### src/rtl/shiftcmp_alu.sv
module shiftcmp_alu #(
  parameter int W = 16,
  parameter int SIMM_W = 5
) (
  input  logic [4:0]     op,
  input  logic [W-1:0]   src_a,
  input  logic [W-1:0]   src_b,
  input  logic [W-1:0]   cur_dst,
  input  logic [W/2-1:0] imm,
  input  logic [W-1:0]   pc,
  output logic [W-1:0]   result,
  output logic [W-1:0]   jump_target
);
  localparam int HALF = W / 2;
  localparam int SH_W = $clog2(W);

  localparam logic [4:0] C_ADD  = 5'h00;
  localparam logic [4:0] C_SUB  = 5'h01;
  localparam logic [4:0] C_SHL  = 5'h02;
  localparam logic [4:0] C_SHRL = 5'h03;
  localparam logic [4:0] C_SHRA = 5'h04;
  localparam logic [4:0] C_ADDI = 5'h05;
  localparam logic [4:0] C_HIGH = 5'h06;
  localparam logic [4:0] C_LOWM = 5'h07;
  localparam logic [4:0] C_AND  = 5'h10;
  localparam logic [4:0] C_OR   = 5'h11;
  localparam logic [4:0] C_XOR  = 5'h12;
  localparam logic [4:0] C_EQ   = 5'h13;
  localparam logic [4:0] C_SGT  = 5'h14;
  localparam logic [4:0] C_SGE  = 5'h15;
  localparam logic [4:0] C_UGT  = 5'h16;
  localparam logic [4:0] C_UGE  = 5'h17;
  localparam logic [4:0] C_LINK = 5'h18;

  logic [SH_W-1:0] amt;
  logic [W-1:0]    simm;
  logic            flag;
  logic            is_cmp;

  assign amt  = src_b[SH_W-1:0];
  assign simm = {{(W-SIMM_W){imm[SIMM_W-1]}}, imm[SIMM_W-1:0]};
  assign jump_target = src_a + src_b;

  always_comb begin
    is_cmp = 1'b1;
    unique case (op)
      C_EQ:    flag = (src_a == src_b);
      C_SGT:   flag = ($signed(src_a) >  $signed(src_b));
      C_SGE:   flag = ($signed(src_a) >= $signed(src_b));
      C_UGT:   flag = (src_a >  src_b);
      C_UGE:   flag = (src_a >= src_b);
      default: begin flag = 1'b0; is_cmp = 1'b0; end
    endcase
  end

  always_comb begin
    case (op)
      C_ADD:   result = src_a + src_b;
      C_SUB:   result = src_a - src_b;
      C_SHL:   result = src_a << amt;
      C_SHRL:  result = src_a >> amt;
      C_SHRA:  result = W'($signed(src_a) >>> amt);
      C_ADDI:  result = src_a + simm;
      C_HIGH:  result = {imm, {HALF{1'b0}}};
      C_LOWM:  result = {cur_dst[W-1:HALF], imm};
      C_AND:   result = src_a & src_b;
      C_OR:    result = src_a | src_b;
      C_XOR:   result = src_a ^ src_b;
      C_LINK:  result = pc + W'(2);
      default: result = is_cmp ? {{(W-1){1'b0}}, flag} : '0;
    endcase
  end

  always_comb begin
    if (op == C_ADD)
      AST_ADD_UNDO: assert (W'(result - src_b) == src_a) else $error("add undo");
    if (op == C_SUB)
      AST_SUB_UNDO: assert (W'(result + src_b) == src_a) else $error("sub undo");
    if (op == C_SHRL && amt != '0)
      AST_SHRL_TOP_CLEAR: assert (!result[W-1]) else $error("shrl top");
    if (op == C_SHRA)
      AST_SHRA_SIGN_KEPT: assert (result[W-1] == src_a[W-1]) else $error("shra sign");
    if (op >= C_EQ && op <= C_UGE)
      AST_CMP_BOOLEAN: assert (result[W-1:1] == '0) else $error("cmp bool");
    if (op == C_HIGH)
      AST_HIGH_LOW_ZERO: assert (result[HALF-1:0] == '0) else $error("high low");
    if (op == C_LOWM)
      AST_LOWM_KEEPS_TOP: assert (result[W-1:HALF] == cur_dst[W-1:HALF]) else $error("lowm top");
    if (op == C_LINK)
      AST_LINK_STEP: assert (W'(result - pc) == W'(2)) else $error("link step");
  end
endmodule

### config.mk
export PLATFORM = sky130hd
export DESIGN_NAME = shiftcmp_alu
export DESIGN_NICKNAME = d
export VERILOG_FILES = /design/src/rtl/shiftcmp_alu.sv
export SDC_FILE = /design/constraint.sdc
export NUM_CORES = 1
export LEC_CHECK = 0
export BUFFER_PORTS_ARGS = -buffer_cell sky130_fd_sc_hd__buf_2
export CAP_MARGIN = 40
export CORE_MARGIN = 10
export CORE_UTILIZATION = 60
export DETAILED_ROUTE_END_ITERATION = 6
export GPL_TIMING_DRIVEN = 1
export PLACE_DENSITY = 0.86
export SYNTH_ARGS = -nofsm -noshare
export SYNTH_HDL_FRONTEND = slang
export SYNTH_SLANG_ARGS = --single-unit
### constraint.sdc
create_clock -name vclk -period 7.1
set_input_delay 0.355 -clock vclk [all_inputs]
set_output_delay 0.355 -clock vclk [all_outputs]
set_load 0.005 [all_outputs]
# After elaboration in Yosys (flattened, before gate mapping)
# Index checks and enable logic that the tools add are counted.
# totals
ff_bits	0
latchBits	0
ram_bits	0
mem_bits_ro	0
input_bits	77
output_inout_bits	32
elab_cells	37
mem_count	0
# op_classes
add_sub_neg	4
mul	0
n_div	0
magnitude_cmp	4
eq_ne	17
n_shift	3
n_mux	4
bitwise	3
reduce_logical	2
# ops
cell	n
$pmux 16 s12	1
$eq 5x5->1 const B	9
$add 16x16->16	2
$ge 16x16->1	2
$gt 16x16->1	2
$eq 5x3->1 const B	4
$add 16x2->16 const B	1
$and 16x16->16	1
$eq 16x16->1	1
$or 16x16->16	1
$shl 16x4->16	1
$shr 16x4->16	1
$sshr 16x4->16	1
$sub 16x16->16	1
$xor 16x16->16	1
$eq 5x2->1 const B	2
$eq 5x1->1 const B	1
$logic_not 5->1	1
$pmux 1 s5	1
$reduce_or 5->1	1
$mux 1	2

# Depth between registers and ports, before layout
# Gate-level depths: netlist of the first run.
# depth
depth_word	5
depth_mapped	13
ltp_nobuf	12

# Worst setup path after synthesis of the first run
# Ideal clock, no wire load.
# synth_path
kind	input to output
startpoint	input src_b[2]
endpoint	output result[14]
arrival_ns	2.763
required_time_ns	6.745
slack_ns	3.982
stages	13
path_buffers	3
path_cell_list	buf_2 -> inv_1 -> clkbuf_1 -> ha_1 -> clkbuf_1 -> a21o_1 -> a31oi_1 -> o211ai_1 -> a21oi_1 -> mux2i_1 -> nor2_1 -> a211oi_1 -> o211ai_1
# synth_via
elab_chain_len	2
elab_cells_between_ends	6
classes_between	add/sub: 2; shift: 3; mux: 1
# synth_lines
item	line	source
start: declaration	7	input logic [W-1:0] src_b,
$sub 16x16->16 (tied with other cells)	59	C_SUB: result = src_a - src_b;
$pmux 16 s12 (*)	57	case (op)
end: declaration	11	output logic [W-1:0] result,
# Mark *: on every way between the ends. The rest lies on a longest branch, timed or not.

# Final worst setup path of the first run
# Ends and elaborated chain as after synthesis.

==> results of run 1 <==
-- placed cells by master (no fill, tap or decap), types with 12 or more instances in the layout --
master / synthesis / layout
a211oi_1: 12 / 12
inv_1: 55 / 55
a21oi_1: 52 / 52
nand2_1: 68 / 68
nand3_1: 23 / 23
xnor2_1: 29 / 29
nor2_1: 73 / 73
xor2_1: 20 / 20
o21ai_0: 52 / 52
mux2i_1: 16 / 16
nand2b_1: 16 / 16
buf_2: 18 / 102
a22oi_1: 13 / 13
a221oi_1: 13 / 13
o211ai_1: 20 / 20
ha_1: 65 / 65
nor3_1: 17 / 17
-- critical path: cells and delay by family --
kind	cells	cell delay, ns
mux	1	0.22
simple gates	1	0.08
buf+inv	3	1.30
fa+ha+maj	1	0.57
compound gates	6	1.55
-- worst min-delay path by stage --
stage / to / start
5_1_grt: result[2] / imm[2]
3_3_place_gp: result[2] / imm[2]
2_1_floorplan: result[2] / imm[2]
4_1_cts: result[2] / imm[2]
6_report: result[2] / imm[2]
3_5_place_dp: result[2] / imm[2]
-- through the flow --
step	hold WS [ns]	std cells	instance area (µm²)	util, %	total power, mW
after detailed placement	1.15	926	5630	65.6	0.421
after global routing	1.21	927	5650	65.8	0.474
after global placement	1.16	925	5630	65.5	0.413
final	1.17	927	5650	65.8	0.440
after floorplan	0.863	766	5240	-	0.281
after CTS	1.15	926	5630	65.6	0.424
-- kinds of logic (layout without fill, tap and decap cells) --
family,Yosys count,count (layout)
xor+xnor,49,49
simple gates,250,250
buf+inv,107,160
compound gates,257,257
fa+ha+maj,68,68
mux,35,35
-- layer usage --
layer | share of wire, % | GRT usage, % | wire (µm) | vias to the layer above
li1 | - | - | - | 2952
met1 | 37 | 41.7 | 8310 | 3024
met2 | 43 | 50.3 | 9610 | 580
met3 | 15 | 7.30 | 3300 | 105
met4 | 4.9 | 14.0 | 1100 | 0
met5 | 0 | 0 | 0 | -
-- area by class of cell --
| cell class | instances | share of cell area, % |
|---|---|---|
| Multi-Input combinational cell | 659 | 84.4 |
| Timing Repair Buffer | 104 | 9.52 |
| Inverter | 56 | 3.72 |
| Tap cell | 108 | 2.39 |
-- power by group --
part,leakage [nW],switching [mW],total (mW),internal [mW]
clock network,0,0,0,0
registers,0,0,0,0
logic,2.52,0.269,0.440,0.172
total,2.52,0.269,0.440,0.172
==> summary.md, run 1 <==
| Metric | Value |
|---|---|
| Crit share post-route | `62.5%` |
| Synthesized-area fraction occupied by adder cells | `16.7%` |
| Average wire per standard cell | `24.1 µm` |
| Slew Limit Fails | `0` |
| RSZ-0062 raised after global routing | `false` |
| Postcts setup bufs | `0` |
| Mapped cell area | `5240 µm²` |
| Largest family of logic cells by synthesized area | `compound AO/OA/AOI/OAI gates` |
| Sequential area share after synthesis | `0%` |
| Peak supply drop | `50.5 µV` |
| Final Hold Fails | `0` |
| Via/cell ratio | `7.19` |
| # fillers | `815` |
| Slowest-stage cell, CP | `buf_2` |
| Layout cells sized above 1 | `17.1%` |
| Die ar. | `12,900 µm²` |
| Area Growth Syn to Fin | `7.83%` |
| Max_slew headroom | `43.8%` |
| Detailed-route via count | `6,661` |
| Synth Instances | `766` |
| Via count of the first global-routing pass | `6,276` |
| Post-Place Setup Slack | `2.78 ns` |
| CP Cell Sequence | `buf_2, inv_1, ha_1, a21o_1, a31oi_1, o211ai_1, a21oi_1, mux2i_1, nor2_1, a211oi_1, o211ai_1, buf_2` |
| Hold Path Stages | `4` |
| Power Density | `77.9 nW/µm²` |
| Total congestion overflow | `0` |
| Mux share of post-synthesis cell area | `9.36%` |
| Post-synthesis compound-gate area fraction | `33.9%` |
| Final setup viols | `0` |
| TritonRoute pass-1 iters | `6` |
| Simple logic cell fraction of the synthesized area | `22.8%` |
| Initial Util | `61.0%` |
| Crit Path Max Fanout | `46` |
| Crit path from | `src_b[2]` |
| Leading cell types by count after synthesis | `nor2_1 (73), nand2_1 (68), ha_1 (65)` |
| Max_cap viols | `0` |
| Total Wirelength | `22,300 µm` |
| Register area | `0 µm²` |
| Area share of the largest cell type after synthesis | `15.5%` |
| Seq_cells | `0` |
| Initial antenna violation count | `0` |
| Area leader, netlist | `ha_1` |
| Max frequency | `0.225 GHz` |
| Yosys warns | `0` |
| CP Capture Point | `result[14]` |
| Final setup TNS | `0 ns` |
| Worst-Margin Slew | `0.842 ns` |
| Routability Congestion | `1.05` |
| Gr usage total | `32.3%` |
| Post-Synth XOR/XNOR Area | `8.19%` |
| P_leak | `2.52 nW` |
| Drt drc | `0` |
| Fin nets | `966` |
| N_diodes | `0` |
| Dpl hpwl | `17,600 µm` |
| CP endpoint kind | `output pin` |
| Post-cts sizing count | `0` |
| Initial DRC Count | `963` |
| First-pass GRT wire length | `34,100 µm` |
| CP arrival | `4.08 ns` |
| CP required | `6.74 ns` |
| # port buffers | `101` |
| Critical Path Start Type | `input pin` |
| Netlist cell types | `73` |
| Synth Area per Inst | `6.84 µm²` |
| PnR worst setup slack | `2.67 ns` |
| Most common cell in the synthesized netlist | `nor2_1` |
| Crit-path max cell delay | `0.61 ns` |
| # rows | `34` |
| Die X | `113 µm` |
| Number of hold buffers added after cts | `0` |
| DRT antenna net count | `0` |
| Tmin final | `4.43 ns` |
| DIE HEIGHT | `113 µm` |
| Largest net degree at the start of global routing | `47` |
| CP Class | `in2out` |
| Core area | `8590 µm²` |
| Syn_nets | `911` |
| Run status | `finished clean` |
| Clkbuf count | `0` |
| Class of the worst hold path | `in2out` |
| I/O pins | `109` |
| Area of the multi-input gates | `4770 µm²` |
| Synth area leaders | `ha_1 (16%), nor2_1 (5.2%), a21oi_1 (5.0%), o21ai_0 (5.0%), nand2_1 (4.9%)` |
(Power assumes the default switching activity.)
==> inputs of run 2 (changes only) <==
ABC_AREA = 1   (was unset)
CORE_UTILIZATION = 54   (was 60)
PLACE_DENSITY = 0.81   (was 0.86)
clock period = 3.8 ns   (was 7.1 ns; I/O delays follow)
==> summary.md, run 2 <==
| Metric | Value |
|---|---|
| P_leak | `3.68 nW (was 2.52 nW)` |
| Total Wirelength | `25,300 µm (was 22,300 µm)` |
| Tmin final | `2.93 ns` |
| Worst-Margin Slew | `0.790 ns (was 0.842 ns)` |
| Via/cell ratio | `5.76 (was 7.19)` |
| Power Density | `127 nW/µm² (was 77.9 nW/µm²)` |
| Syn_nets | `1,326 (was 911)` |
| Max_slew headroom | `46.7% (was 43.8%)` |
| Largest net degree at the start of global routing | `40 (was 47)` |
| N_diodes | `0 (unchanged)` |
| Crit Path Max Fanout | `13 (was 46)` |
| Total congestion overflow | `0 (unchanged)` |
| Final instance area | `6460 µm² (was 5650 µm²)` |
| Drt drc | `0 (unchanged)` |
| Yosys warns | `0 (unchanged)` |
| Sequential area share after synthesis | `0% (unchanged)` |
| Final setup TNS | `0 ns (unchanged)` |
| Commonest non-fill, non-tap cell in the layout | `nand2_1 (was buf_2)` |
| Dpl hpwl | `21,000 µm (was 17,600 µm)` |
| Slew Limit Fails | `0 (unchanged)` |
| Die ar. | `15,700 µm² (was 12,900 µm²)` |
| HP Start | `pc[0] (was imm[2])` |
| Number of hold buffers added after cts | `0 (unchanged)` |
| Most common cell in the synthesized netlist | `nand2_1 (was nor2_1)` |
| Commonest cells after routing, fill and taps aside | `nand2_1 (390), nand3_1 (166), inv_1 (147) (was buf_2 (102), nor2_1 (73), nand2_1 (68))` |
| Synth Instances | `1,181 (was 766)` |
| TritonRoute pass-1 iters | `5 (was 6)` |
| Area Growth Syn to Fin | `8.05% (was 7.83%)` |
| CP Class | `in2out (unchanged)` |
| # rows | `38 (was 34)` |
| CP endpoint kind | `output pin (unchanged)` |
| Initial DRC Count | `1,023 (was 963)` |
| # fillers | `1,225 (was 815)` |
| Netlist cell types | `45 (was 73)` |
| Gr usage total | `30.1% (was 32.3%)` |
| Post-cts sizing count | `0 (unchanged)` |
| First-pass GRT wire length | `38,900 µm (was 34,100 µm)` |
| Detailed-route via count | `7,995 (was 6,661)` |
| Placed Cells | `1,387 (was 926)` |
| Initial Util | `55.2% (was 61.0%)` |
| Class of the worst hold path | `in2out (unchanged)` |
| CP arrival | `2.74 ns (was 4.08 ns)` |
| Die X | `125 µm (was 113 µm)` |
| Via count of the first global-routing pass | `7,250 (was 6,276)` |
| Seq_cells | `0 (unchanged)` |
| Mapped cell area | `5980 µm² (was 5240 µm²)` |
| Hold_ws | `0.867 ns (was 1.17 ns)` |
| Final Hold Fails | `0 (unchanged)` |
| Post-Place Setup Slack | `0.978 ns (was 2.78 ns)` |
| Final std cells w/o fill | `1,387 (was 927)` |
| Hold Path Stages | `6 (was 4)` |
| # port buffers | `101 (unchanged)` |
| Area post-placement | `6460 µm² (was 5630 µm²)` |
| Crit share post-route | `77.0%` |
| Initial antenna violation count | `0 (unchanged)` |
| CP required | `3.61 ns (was 6.74 ns)` |
| Register area | `0 µm² (unchanged)` |
| Peak supply drop | `97.3 µV (was 50.5 µV)` |
| Max frequency | `0.342 GHz` |
| Synth Area per Inst | `5.07 µm² (was 6.84 µm²)` |
| Postcts setup bufs | `0 (unchanged)` |
| Routability Congestion | `1.02 (was 1.05)` |
| Total Power Consumption | `0.824 mW (was 0.440 mW)` |
| Clkbuf count | `0 (unchanged)` |
| Area share of the largest cell type after synthesis | `24.5% (was 15.5%)` |
| DRT antenna net count | `0 (unchanged)` |
| Synth area leaders | `nand2_1 (24%), nand3_1 (14%), ha_1 (14%), inv_1 (9.2%), nor2_1 (7.2%) (was ha_1 (16%), nor2_1 (5.2%), a21oi_1 (5.0%), o21ai_0 (5.0%), nand2_1 (4.9%))` |
| Fin nets | `1,394 (was 966)` |
| Max_cap viols | `0 (unchanged)` |
| Layout cells sized above 1 | `12.2% (was 17.1%)` |
| DIE HEIGHT | `125 µm (was 113 µm)` |
| Core area | `10,800 µm² (was 8590 µm²)` |
| Util after Layout | `59.6% (was 65.8%)` |
| Leading cell types by count after synthesis | `nand2_1 (390), nand3_1 (166), inv_1 (147) (was nor2_1 (73), nand2_1 (68), ha_1 (65))` |
| PnR worst setup slack | `0.875 ns (was 2.67 ns)` |
| Worst Hold End | `result[0] (was result[2])` |
| Average wire per standard cell | `18.3 µm (was 24.1 µm)` |
| Final setup viols | `0 (unchanged)` |
| Run status | `finished clean (unchanged)` |
| Critical Path Start Type | `input pin (unchanged)` |
| RSZ-0062 raised after global routing | `false (unchanged)` |
| Area leader, netlist | `nand2_1 (was ha_1)` |
| I/O pins | `109 (unchanged)` |
==> run 2: cell types whose count changed after synthesis, moves of 14 or more <==
| cell | before | now |
|---|---|---|
| nand2_1 | 68 | 390 |
| inv_1 | 55 | 147 |
| nor2_1 | 73 | 115 |
| nand4_1 | 5 | 21 |
| xnor2_1 | 29 | 1 |
| nand3_1 | 23 | 166 |
| o211ai_1 | 20 | 6 |
| nand2b_1 | 16 | 1 |
| mux2i_1 | 16 | 0 |
==> run 2: per-layer routing <==
metal	share of wire (%)	vias to the layer above	global-route usage [%]	routed length (µm)
met4	6.0	0	15.7	1520
met3	8.5	82	3.46	2170
li1	-	3958	-	-
met5	0	-	0	0
met2	45	410	49.5	11400
met1	41	3545	37.8	10300
==> run 2: worst max path at each step <==
stage,from,to,slack [ns],cells past startpoint
floorplan,src_b[2],result[9],1.66,14
global placement,src_b[3],result[12],0.97,16
detailed placement,src_b[3],result[12],0.98,16
CTS,src_b[3],result[12],0.97,16
global route,src_b[3],result[12],0.63,16
finish,src_b[3],result[12],0.87,16
==> run 2: area by class of cell <==
type / instances / area [µm²] / area share (%)
Multi-Input combinational cell: 985 / 5170 / 79.9
Timing Repair Buffer: 103 / 520 / 8.05
Tap cell: 140 / 175 / 2.71
Inverter: 159 / 601 / 9.29
==> run 2: report_power, final <==
| group | internal [mW] | switching, mW |
|---|---|---|
| sequential | 0 | 0 |
| clock | 0 | 0 |
| combinational | 0.268 | 0.556 |
==> run 2: cells by family after synthesis <==
kind of cell	share of synthesized area, %
compound gates	13.4
xor+xnor	1.17
fa+ha+maj	14.6
buf+inv	13.6
simple gates	57.2
==> run 2: critical path, stage by stage <==
cell     delay [ns]
buf_2          0.31
inv_1          0.31
ha_1           0.60
inv_1          0.17
a21oi_1        0.15
nand2_1        0.13
nand2_1        0.10
nand2_1        0.12
nand2_1        0.11
nand2_1        0.05
nand2_1        0.05
nand3_1        0.06
nand2_1        0.10
nor2_1         0.04
nand2_1        0.12
buf_2          0.12
